==> src/rtl/irPdPkg.sv <==
`timescale 1ns/1ps
package irPdPkg;
  localparam int FIELD_W     = 8;
  localparam int NUM_DSYM    = 4;
  localparam int DATA_W      = 64;
  localparam int LEN_W       = 6;
  localparam int MIN_LEN_W   = 5;
  localparam int CNT_W       = 12;
  localparam int ADDR_W      = 3;
  localparam int REG_W       = 32;
  localparam int LEAD_SHIFT  = 4;
  localparam int DPER_SHIFT  = 1;
  localparam int DWID_SHIFT  = 0;
  localparam int FREE_SHIFT  = 3;
  localparam int MAX_LEN_CAP = 48;
  localparam int FREE_MINLEN_LSB = 8;
  localparam int FREE_MAXLEN_LSB = 16;

  localparam logic [ADDR_W-1:0] ADDR_CTRL   = 3'd0;
  localparam logic [ADDR_W-1:0] ADDR_LEAD   = 3'd1;
  localparam logic [ADDR_W-1:0] ADDR_SYM0   = 3'd2;
  localparam logic [ADDR_W-1:0] ADDR_FREE   = 3'd6;
  localparam logic [ADDR_W-1:0] ADDR_STATUS = 3'd7;

  typedef struct packed {
    logic [FIELD_W-1:0] pMax;
    logic [FIELD_W-1:0] pMin;
    logic [FIELD_W-1:0] wMax;
    logic [FIELD_W-1:0] wMin;
  } symWin_t;

  typedef struct packed {
    logic decodeEn;
    logic polInv;
    logic leaderEn;
    logic msbFirst;
    logic bitInv;
    symWin_t lead;
    symWin_t [NUM_DSYM-1:0] sym;
    logic [FIELD_W-1:0] freeMin;
    logic [LEN_W-1:0] minLen;
    logic [LEN_W-1:0] maxLen;
  } cfg_t;

  typedef struct packed {
    logic frameClr;
    logic shiftEn;
    logic commit;
  } ctlStrobe_t;

  typedef enum logic [1:0] {ST_IDLE, ST_LEAD, ST_DATA} ctlState_t;
endpackage

==> src/rtl/irPdCfg.sv <==
`timescale 1ns/1ps
module irPdCfg
  import irPdPkg::*;
(
  input  logic              clk,
  input  logic              rstN,
  input  logic              wrEn,
  input  logic [ADDR_W-1:0] addr,
  input  logic [REG_W-1:0]  wrData,
  output cfg_t              cfg,
  output logic              statusClr
);
  logic [4:0]               ctrlQ;
  symWin_t                  leadQ;
  symWin_t [NUM_DSYM-1:0]   symQ;
  logic [FIELD_W-1:0]       freeQ;
  logic [MIN_LEN_W-2:0]     minHalfQ;
  logic [LEN_W-1:0]         maxRawQ;
  logic [LEN_W-1:0]         maxUp;

  always_ff @(posedge clk or negedge rstN) begin
    if (!rstN) begin
      ctrlQ    <= '0;
      leadQ    <= '0;
      symQ     <= '0;
      freeQ    <= '0;
      minHalfQ <= '0;
      maxRawQ  <= '0;
    end else if (wrEn) begin
      if (addr == ADDR_CTRL) ctrlQ <= wrData[4:0];
      if (addr == ADDR_LEAD) leadQ <= symWin_t'(wrData);
      for (int i = 0; i < NUM_DSYM; i++)
        if (addr == ADDR_SYM0 + ADDR_W'(i)) symQ[i] <= symWin_t'(wrData);
      if (addr == ADDR_FREE) begin
        freeQ    <= wrData[FIELD_W-1:0];
        minHalfQ <= wrData[FREE_MINLEN_LSB+MIN_LEN_W-1:FREE_MINLEN_LSB+1];
        maxRawQ  <= wrData[FREE_MAXLEN_LSB+LEN_W-1:FREE_MAXLEN_LSB];
      end
    end
  end

  assign maxUp = maxRawQ + LEN_W'(1);

  always_comb begin
    cfg.decodeEn = ctrlQ[0];
    cfg.polInv   = ctrlQ[1];
    cfg.leaderEn = ctrlQ[2];
    cfg.msbFirst = ctrlQ[3];
    cfg.bitInv   = ctrlQ[4];
    cfg.lead     = leadQ;
    cfg.sym      = symQ;
    cfg.freeMin  = freeQ;
    cfg.minLen   = LEN_W'({minHalfQ, 1'b0});
    cfg.maxLen   = (maxRawQ >= LEN_W'(MAX_LEN_CAP - 1)) ? LEN_W'(MAX_LEN_CAP)
                                                         : (maxUp & ~LEN_W'(1));
  end

  assign statusClr = wrEn && (addr == ADDR_STATUS) && !wrData[0];
endmodule

==> src/rtl/irPdCtrl.sv <==
`timescale 1ns/1ps
module irPdCtrl
  import irPdPkg::*;
(
  input  logic       clk,
  input  logic       rstN,
  input  logic       decodeEn,
  input  logic       leaderEn,
  input  logic       riseEv,
  input  logic       leadHit,
  input  logic       symHit,
  input  logic       freeHit,
  output ctlStrobe_t strobe
);
  ctlState_t state, nextState;
  ctlState_t startState;

  assign startState = leaderEn ? ST_LEAD : ST_DATA;

  always_comb begin
    nextState = state;
    strobe    = '0;
    if (!decodeEn) begin
      nextState       = ST_IDLE;
      strobe.frameClr = 1'b1;
    end else begin
      case (state)
        ST_IDLE: begin
          if (riseEv) begin
            strobe.frameClr = 1'b1;
            nextState       = startState;
          end
        end
        ST_LEAD: begin
          if (riseEv) begin
            strobe.frameClr = 1'b1;
            nextState       = leadHit ? ST_DATA : ST_LEAD;
          end else if (freeHit) begin
            nextState = ST_IDLE;
          end
        end
        ST_DATA: begin
          if (freeHit) begin
            strobe.commit = 1'b1;
            if (riseEv) begin
              strobe.frameClr = 1'b1;
              nextState       = startState;
            end else begin
              nextState = ST_IDLE;
            end
          end else if (riseEv) begin
            if (symHit) begin
              strobe.shiftEn = 1'b1;
            end else begin
              strobe.frameClr = 1'b1;
              nextState       = startState;
            end
          end
        end
        default: nextState = ST_IDLE;
      endcase
    end
  end

  always_ff @(posedge clk or negedge rstN) begin
    if (!rstN) state <= ST_IDLE;
    else       state <= nextState;
  end

  // turning decode off returns the sequencer to idle on the next edge
  p_off_idle_r10: assert property (@(posedge clk) disable iff (!rstN)
    !decodeEn |=> state == ST_IDLE);
endmodule

==> src/rtl/irPdDatapath.sv <==
`timescale 1ns/1ps
module irPdDatapath
  import irPdPkg::*;
(
  input  logic                   clk,
  input  logic                   rstN,
  input  logic                   irIn,
  input  logic                   decodeEn,
  input  logic                   polInv,
  input  logic                   msbFirst,
  input  logic                   bitInv,
  input  symWin_t                leadWin,
  input  symWin_t [NUM_DSYM-1:0] symWin,
  input  logic [FIELD_W-1:0]     freeMin,
  input  logic [LEN_W-1:0]       minLen,
  input  logic [LEN_W-1:0]       maxLen,
  input  ctlStrobe_t             strobe,
  input  logic                   statusClr,
  output logic                   riseEv,
  output logic                   leadHit,
  output logic                   symHit,
  output logic                   freeHit,
  output logic [DATA_W-1:0]      rxData,
  output logic [LEN_W-1:0]       rxLen,
  output logic                   rxValid
);
  logic                 markQ, markD;
  logic [CNT_W-1:0]     periodCnt, widthCnt, spaceCnt;
  logic [NUM_DSYM-1:0]  hitVec;
  logic                 symBit, newBit, lenOk;
  logic [DATA_W-1:0]    shiftQ;
  logic [LEN_W-1:0]     bitCnt;

  function automatic logic [CNT_W-1:0] satInc(input logic [CNT_W-1:0] v);
    return (&v) ? v : v + CNT_W'(1);
  endfunction

  function automatic logic inWin(input logic [CNT_W-1:0] v,
                                 input logic [FIELD_W-1:0] lo,
                                 input logic [FIELD_W-1:0] hi);
    return (v >= CNT_W'(lo)) && (v <= CNT_W'(hi));
  endfunction

  // input conditioning and symbol timers
  always_ff @(posedge clk or negedge rstN) begin
    if (!rstN) begin
      markQ     <= 1'b0;
      markD     <= 1'b0;
      periodCnt <= '0;
      widthCnt  <= '0;
      spaceCnt  <= '0;
    end else if (!decodeEn) begin
      markQ     <= 1'b0;
      markD     <= 1'b0;
      periodCnt <= '0;
      widthCnt  <= '0;
      spaceCnt  <= '0;
    end else begin
      markQ     <= irIn ^ polInv;
      markD     <= markQ;
      periodCnt <= riseEv ? CNT_W'(1) : satInc(periodCnt);
      widthCnt  <= riseEv ? CNT_W'(1) : (markQ ? satInc(widthCnt) : widthCnt);
      spaceCnt  <= markQ ? '0 : satInc(spaceCnt);
    end
  end

  assign riseEv  = markQ && !markD;
  assign freeHit = (spaceCnt >> FREE_SHIFT) >= CNT_W'(freeMin);
  assign leadHit = inWin(periodCnt >> LEAD_SHIFT, leadWin.pMin, leadWin.pMax) &&
                   inWin(widthCnt  >> LEAD_SHIFT, leadWin.wMin, leadWin.wMax);

  for (genvar g = 0; g < NUM_DSYM; g++) begin : gSym
    assign hitVec[g] = inWin(periodCnt >> DPER_SHIFT, symWin[g].pMin, symWin[g].pMax) &&
                       inWin(widthCnt  >> DWID_SHIFT, symWin[g].wMin, symWin[g].wMax);
  end

  // lowest matching window index decides the bit
  always_comb begin
    logic found;
    found  = 1'b0;
    symBit = 1'b0;
    for (int i = 0; i < NUM_DSYM; i++) begin
      if (hitVec[i] && !found) begin
        symBit = (i % 2) == 1;
        found  = 1'b1;
      end
    end
  end

  assign symHit = |hitVec;
  assign newBit = symBit ^ bitInv;
  assign lenOk  = (bitCnt >= minLen) && (bitCnt <= maxLen);

  // bit assembly
  always_ff @(posedge clk or negedge rstN) begin
    if (!rstN) begin
      shiftQ <= '0;
      bitCnt <= '0;
    end else if (strobe.frameClr) begin
      shiftQ <= '0;
      bitCnt <= '0;
    end else if (strobe.shiftEn) begin
      if (msbFirst) shiftQ <= {shiftQ[DATA_W-2:0], newBit};
      else          shiftQ[bitCnt] <= newBit;
      if (bitCnt != '1) bitCnt <= bitCnt + LEN_W'(1);
    end
  end

  // captured message
  always_ff @(posedge clk or negedge rstN) begin
    if (!rstN) begin
      rxData  <= '0;
      rxLen   <= '0;
      rxValid <= 1'b0;
    end else if (strobe.commit && lenOk && !rxValid) begin
      rxData  <= shiftQ;
      rxLen   <= bitCnt;
      rxValid <= 1'b1;
    end else if (statusClr) begin
      rxValid <= 1'b0;
    end
  end

  // a message is only closed during a free-time space
  p_commit_free_r4: assert property (@(posedge clk) disable iff (!rstN)
    strobe.commit |-> freeHit);
  // valid holds until software clears it
  p_valid_hold_r9: assert property (@(posedge clk) disable iff (!rstN)
    rxValid && !statusClr |=> rxValid);
  // a clear write drops the flag
  p_valid_clear_r9: assert property (@(posedge clk) disable iff (!rstN)
    statusClr && rxValid |=> !rxValid);
  // captured data does not move while valid is pending
  p_data_stable_r9: assert property (@(posedge clk) disable iff (!rstN)
    rxValid |=> $stable(rxData) && $stable(rxLen));
  // no captured length beyond the hard cap
  p_len_cap_r5: assert property (@(posedge clk) disable iff (!rstN)
    $rose(rxValid) |-> rxLen <= LEN_W'(MAX_LEN_CAP));
endmodule

==> src/rtl/irPdDecoder.sv <==
`timescale 1ns/1ps
module irPdDecoder
  import irPdPkg::*;
(
  input  logic              clk,
  input  logic              rstN,
  input  logic              irIn,
  input  logic              cfgWrEn,
  input  logic [ADDR_W-1:0] cfgAddr,
  input  logic [REG_W-1:0]  cfgWrData,
  output logic [REG_W-1:0]  rxDataLo,
  output logic [REG_W-1:0]  rxDataHi,
  output logic [LEN_W-1:0]  rxLen,
  output logic              rxValid
);
  cfg_t              cfg;
  logic              statusClr;
  ctlStrobe_t        strobe;
  logic              riseEv, leadHit, symHit, freeHit;
  logic [DATA_W-1:0] rxData;

  irPdCfg uCfg (
    .clk(clk), .rstN(rstN), .wrEn(cfgWrEn), .addr(cfgAddr),
    .wrData(cfgWrData), .cfg(cfg), .statusClr(statusClr)
  );

  irPdCtrl uCtrl (
    .clk(clk), .rstN(rstN), .decodeEn(cfg.decodeEn), .leaderEn(cfg.leaderEn),
    .riseEv(riseEv), .leadHit(leadHit), .symHit(symHit), .freeHit(freeHit),
    .strobe(strobe)
  );

  irPdDatapath uDp (
    .clk(clk), .rstN(rstN), .irIn(irIn), .decodeEn(cfg.decodeEn),
    .polInv(cfg.polInv), .msbFirst(cfg.msbFirst), .bitInv(cfg.bitInv),
    .leadWin(cfg.lead), .symWin(cfg.sym), .freeMin(cfg.freeMin),
    .minLen(cfg.minLen), .maxLen(cfg.maxLen), .strobe(strobe),
    .statusClr(statusClr), .riseEv(riseEv), .leadHit(leadHit),
    .symHit(symHit), .freeHit(freeHit), .rxData(rxData), .rxLen(rxLen),
    .rxValid(rxValid)
  );

  assign rxDataLo = rxData[REG_W-1:0];
  assign rxDataHi = rxData[DATA_W-1:REG_W];
endmodule

==> config.mk <==
export PLATFORM = sky130hd
export DESIGN_NAME = irPdDecoder
export DESIGN_NICKNAME = d
export VERILOG_FILES = /design/src/rtl/irPdPkg.sv /design/src/rtl/irPdCfg.sv /design/src/rtl/irPdCtrl.sv /design/src/rtl/irPdDatapath.sv /design/src/rtl/irPdDecoder.sv
export SDC_FILE = /design/constraint.sdc
export NUM_CORES = 1
export LEC_CHECK = 0
export BUFFER_PORTS_ARGS = -buffer_cell sky130_fd_sc_hd__buf_2
export CAP_MARGIN = 20
export CORE_MARGIN = 3
export CORE_UTILIZATION = 50
export DETAILED_ROUTE_END_ITERATION = 12
export GPL_TIMING_DRIVEN = 0
export HOLD_SLACK_MARGIN = 0.08
export PLACE_DENSITY = 0.7
export SYNTH_ARGS = -nofsm -noshare
export SYNTH_HDL_FRONTEND = slang
export SYNTH_HIERARCHICAL = 1
export SYNTH_SLANG_ARGS = --single-unit
==> constraint.sdc <==
create_clock -name clk -period 4 [get_ports clk]
set_input_delay 0.6 -clock clk [delete_from_list [all_inputs] [get_ports clk]]
set_output_delay 0.6 -clock clk [all_outputs]
set_load 0.01 [all_outputs]
# After elaboration in Yosys (flattened, before gate mapping)
# Index checks and enable logic that the tools add are counted.
# word_totals
input_bits	39
out_inout_bits	71
regBits	364
elab_cells	189
# op_classes
bitwise_logic	2
addsub	5
magnitude_cmp	26
n_reduce_logical	51
n_eq_ne	18
n_mux	52
# ops
op	n
2-to-1 mux 64 bit	3
2-to-1 mux 12 bit	10
bitwise mux 64 bit	1
>= comparator 12 x 8 -> 1 bit	4
<= comparator 12 x 8 -> 1 bit	4
>= comparator 11 x 8 -> 1 bit	4
<= comparator 11 x 8 -> 1 bit	4
adder 12 x 1 -> 12 bit, second input constant	3
AND reduction 12 bit	3
2-to-1 mux 2 bit	13
logical AND 1 bit	25
2-to-1 mux 6 bit	4
2-to-1 mux 1 bit	18
AND reduction 2 bit	9
>= comparator 8 bit	2
<= comparator 8 bit	2
adder 6 x 1 -> 6 bit, second input constant	2
equality test 3 bit, second input constant	4
!= test 3 x 2 -> 1 bit, second input constant	4
>= comparator 9 x 8 -> 1 bit	1
!= test 4 x 3 -> 1 bit, second input constant	2
less-than comparator 6 x 7 -> 1 bit, second input constant	1
demux 1 bit (select 6 bit)	1
equality test 3 x 2 -> 1 bit, second input constant	2
other kinds (20)	28

# Longest topological paths before layout
# depth
ltp_word	18
mapped_depth	20
depth_no_buf	18

# Modules after synthesis
# The synthesis kept the hierarchy.
# by_module_without_submodules
mod	seq_area_each_um2	cells_per_inst	n_inst	area_each_um2
irPdDatapath	4479.3	1439	1	13030.0
irPdCfg	4579.4	415	1	7252.0
irPdCtrl	50.0	32	1	215.2

# Worst setup path after synthesis
# OpenSTA, ideal clock, no wires.
# synth_timing
path_kind	register to register
from	register uDp.widthCnt[10]
to	register uDp.shiftQ[34]
stages_incl_launch_ff	15
arrival_time_ns	3.838
setup_slack_ns	0.066
synth_period_minus_slack_ns	3.934
setup_ns	0.096
required_time_ns	3.904
n_path_buf	4
cell_sequence	dfrtp_1 > or4_4 > or4_1 > buf_2 > or4_1 > o211ai_1 > nor2b_1 > and4_1 > clkbuf_1 > and2_1 > clkbuf_1 > clkbuf_1 > a22oi_1 > or2_2 > o31ai_1
# synth_rtl
item	line_no	rtl
from (decl)	irPdDatapath.sv:28	logic [CNT_W-1:0] periodCnt, widthCnt, spaceCnt;
from (signal assigned)	irPdDatapath.sv:62	widthCnt <= riseEv ? CNT_W'(1) : (markQ ? satInc(widthCnt) : widthCnt);
to (signal assigned)	irPdDatapath.sv:103	if (msbFirst) shiftQ <= {shiftQ[DATA_W-2:0], newBit};
to (signal, indexed assignment)	irPdDatapath.sv:104	else shiftQ[bitCnt] <= newBit;
to (decl)	irPdDatapath.sv:31	logic [DATA_W-1:0] shiftQ;

==> metrics.txt <==
Setup Viol. Count Final=0; kind of start point of the critical path=register; Post-Place Setup Slack=-0.975 ns; buffer type at the clock tree root=sky130_fd_sc_hd__clkbuf_16; DRC errors left=0; share of synthesized registers carrying an async set or reset=100%; endpoints failing hold=0; launching element of the worst setup path=uDp/widthCnt[8]; Core Rows=73; source-to-sink clock delay at the later pin of the worst-skew pair=0.56 ns; H-tree levels=2; worst r2r dst=uDp/shiftQ[2]; post-DR vias/cell=5.90; Final Slew Violations=0; Synth warnings=6; die area=43,500 um2; Finished Core Util=59.7%; number of stages on the worst hold path=2; number of antenna violations at the first check in global routing=3; Multi-input gate area=10,500 um2; setup repair after global routing missed its margin=true; Post-Syn Area=20,500 um2; final estimated routing congestion in global placement=0.902; grt ovf=0; critical path data arrival time=4.45 ns; status=finished, final reports clean; drt pass-1 iters=6; core area=40,100 um2; total area of sequential cells=9130 um2; vias in the first global route=15,500; global-route wire length before repair=86,500 um; pin count of the biggest net entering global routing=119; final worst path period share=99.7%; worst slew margin relative to its limit=31.8%; number of design-rule violations left by the first detailed-router iteration=1,357; Leakage Power=11.5 nW; clock slew seen by the registers of the worst setup and hold paths=0.06 ns; top achievable clock speed=0.251 GHz; via count of the routed design=15,500; Num Clock Sinks=364; Worst Min Path Start=cfgWrData[13]; Worst-Margin Slew=1.02 ns; number of register bits inferred by synthesis=364; shortest period the worst path allows=3.99 ns; IR Drop Worst-Case VDD=385 uV; count of fill cells added during filler insertion=3,246; Unique masters post-synth=72; Setup TNS Final=0 ns; power density over cell area=449 nW/um2; Routed WL=55,200 um; setup slack on the worst flop-to-flop path=0.01 ns; syn avg cell area=10.9 um2; Post-Syn Instances=1,886; starting density of the core=51.1%; number of flops mapped to enable cells by yosys=0; setup slack of the critical path after layout=0.0117 ns; Layout Skew=0.0177 ns; depth of the worst register-to-register path=15; critical path data required time=4.46 ns; deepest clock path buffer count=3; main flop type after synthesis=sky130_fd_sc_hd__dfrtp_1; layout cell share with drive strength beyond 1=29.9%; post-layout net count=2,289; die span in y=208 um; number of placed I/O pins=110; startpoint of the most critical register-to-register path=uDp/widthCnt[8]; Setup crit end kind=register; die extent in x=208 um; category of the most critical setup path=register to register; Worst Hold Class=primary input to register; sequential fraction of the synthesis area=44.4%; final routed wire length divided by cell count=21.1 um; overall global routing resource usage=24.8%; IO buf count=105; number of buffers added by the clock tree synthesis step=42; diodes inserted=0; Endpoint, Worst Hold=uCfg/cfg[65]; Final ANT Viol Nets=0; max-capacitance violation count=0; clock tree from TritonCTS=yes; DP Wirelength=37,600 um; worst hold slack=0.340 ns; Area Overhead vs Synth=16.8%; maximum fanout along the worst path=7
[layout by cell type (no fill, tap or decap), types with 7 or more instances in the layout]
cell type and n:
sky130_fd_sc_hd__mux2_2 215, sky130_fd_sc_hd__nand2b_1 14, sky130_fd_sc_hd__clkbuf_1 46, sky130_fd_sc_hd__nor3_1 9
sky130_fd_sc_hd__nand4_1 26, sky130_fd_sc_hd__buf_2 112, sky130_fd_sc_hd__buf_6 17, sky130_fd_sc_hd__buf_4 38
sky130_fd_sc_hd__a22oi_1 63, sky130_fd_sc_hd__clkbuf_8 12, sky130_fd_sc_hd__or3_1 18, sky130_fd_sc_hd__o32ai_2 8
sky130_fd_sc_hd__clkbuf_16 46, sky130_fd_sc_hd__xnor2_1 10, sky130_fd_sc_hd__o22ai_1 12, sky130_fd_sc_hd__o21ai_0 96
sky130_fd_sc_hd__o21a_1 7, sky130_fd_sc_hd__dfrtp_2 13, sky130_fd_sc_hd__a31oi_1 9, sky130_fd_sc_hd__clkbuf_2 15
sky130_fd_sc_hd__or2_2 30, sky130_fd_sc_hd__mux2_4 38, sky130_fd_sc_hd__nand2_1 45, sky130_fd_sc_hd__nand3_1 29
sky130_fd_sc_hd__a21o_1 29, sky130_fd_sc_hd__nor2_1 132, sky130_fd_sc_hd__nand3b_1 8, sky130_fd_sc_hd__a211oi_1 7
sky130_fd_sc_hd__nor2b_1 17, sky130_fd_sc_hd__o31ai_1 27, sky130_fd_sc_hd__and3_1 10, sky130_fd_sc_hd__xor2_1 16
sky130_fd_sc_hd__o22ai_2 9, sky130_fd_sc_hd__dfrtp_1 350, sky130_fd_sc_hd__a21oi_1 62, sky130_fd_sc_hd__ha_1 185
sky130_fd_sc_hd__or3_4 7, sky130_fd_sc_hd__inv_1 172, sky130_fd_sc_hd__and2_1 7
[per-layer routing]
| metal | share of wire, % | track usage [%] | vias up |
|---|---|---|---|
| met5 | 0.062 | 0 | - |
| met4 | 2.5 | 7.30 | 6 |
| met3 | 7.6 | 4.86 | 120 |
| met2 | 46 | 39.6 | 608 |
| met1 | 44 | 34.5 | 7672 |
| li1 | - | - | 7074 |
[worst max-delay path by stage]
stage | to | slack [ns] | depth (start not counted)
final | uDp/shiftQ[2] | 0.01 | 15
after floorplan | uDp/shiftQ[34] | 0.07 | 14
after detailed placement | uDp/shiftQ[34] | -0.98 | 15
after CTS | uDp/shiftQ[20] | 0.002 | 15
after global placement | uDp/rxData[41] | -4.72 | 1
after global routing | uDp/shiftQ[2] | -0.13 | 20
[layout make-up]
cell class,instances,area share (%)
Buffer,97,2.69
Clock buffer,64,5.50
Clock inverter,14,0.763
Inverter,175,2.77
Multi-Input combinational cell,1248,43.8
Sequential cell,364,38.1
Tap cell,525,2.74
Timing Repair Buffer,137,3.59
[flip-flops by register name (all words and copies together), names as in the netlist]
| signal | flops |
|---|---|
| uCfg/minHalfQ | 4 |
| uDp/rxValid | 1 |
| uDp/periodCnt | 12 |
| uDp/markQ | 1 |
| uCfg/maxRawQ | 6 |
| uDp/rxLen | 6 |
| uDp/rxData | 64 |
| uDp/bitCnt | 6 |
| uDp/spaceCnt | 12 |
| uDp/markD | 1 |
| uCtrl/state | 2 |
| uDp/shiftQ | 64 |
| uCfg/cfg | 160 |
| uDp/widthCnt | 12 |
| uCfg/ctrlQ | 5 |
| uCfg/freeQ | 8 |
[critical path, cell delays in order, from the launching register on]
cell,delay [ns]
sky130_fd_sc_hd__dfrtp_2,0.41
sky130_fd_sc_hd__or4_4,0.55
sky130_fd_sc_hd__or4_4,0.43
sky130_fd_sc_hd__buf_6,0.15
sky130_fd_sc_hd__or4_4,0.51
sky130_fd_sc_hd__o211ai_1,0.29
sky130_fd_sc_hd__nor2b_4,0.25
sky130_fd_sc_hd__o21ai_2,0.07
sky130_fd_sc_hd__nand2_1,0.09
sky130_fd_sc_hd__nand2_2,0.07
sky130_fd_sc_hd__buf_8,0.17
sky130_fd_sc_hd__nor2_4,0.15
sky130_fd_sc_hd__nand2_4,0.12
sky130_fd_sc_hd__clkbuf_16,0.17
sky130_fd_sc_hd__or2_4,0.27
sky130_fd_sc_hd__o32ai_2,0.20
[repair_timing]
item,in CTS,in global routing
hold endpoints to repair,56,0
setup buffers,4,21
pin swaps,3,40
setup endpoints to repair,70,120
gates cloned,1,3
resized for setup,56,87
hold buffers,1,0
[metrics by stage]
stage	total power [W]	cell area [um2]	cells
finish	0.0108	23900	2624
detailed placement	0.00652	21800	2522
global placement	0.00639	21700	2518
floorplan	0.00588	20500	1888
CTS	0.0107	23500	2600
global route	0.0113	23900	2624
[cells by family (layout without fill, tap and decap cells)]
logic type | count (synthesis) | count (layout) | synth area share (%)
compound gates | 380 | 380 | 12.0
xor+xnor | 26 | 26 | 1.11
fa+ha+maj | 185 | 185 | 11.3
buf+inv | 278 | 487 | 6.07
flops | 364 | 364 | 44.4
mux | 257 | 257 | 14.8
other cells | 1 | 3 | 0.0183
simple gates | 395 | 397 | 10.3
[cell usage after synthesis, types with 35 or more instances]
cell | number | area [um2]
sky130_fd_sc_hd__nand2_1 | 47 | 176
sky130_fd_sc_hd__ha_1 | 185 | 2310
sky130_fd_sc_hd__a22oi_1 | 63 | 473
sky130_fd_sc_hd__a21oi_1 | 62 | 310
sky130_fd_sc_hd__o21ai_0 | 100 | 500
sky130_fd_sc_hd__or2_2 | 35 | 219
sky130_fd_sc_hd__dfrtp_1 | 364 | 9110
sky130_fd_sc_hd__inv_1 | 174 | 653
sky130_fd_sc_hd__mux2_2 | 215 | 2420
sky130_fd_sc_hd__mux2_4 | 38 | 571
sky130_fd_sc_hd__nor2_1 | 133 | 499
sky130_fd_sc_hd__clkbuf_1 | 66 | 248
[power breakdown]
part / internal, W / switching (W) / total, W
combinational: 0.00102 / 0.00119 / 0.00221
sequential: 0.00413 / 0.000305 / 0.00443
clock: 0.00253 / 0.00157 / 0.00411
total: 0.00768 / 0.00307 / 0.0108
No activity file was read; power rests on OpenSTA's default activity.
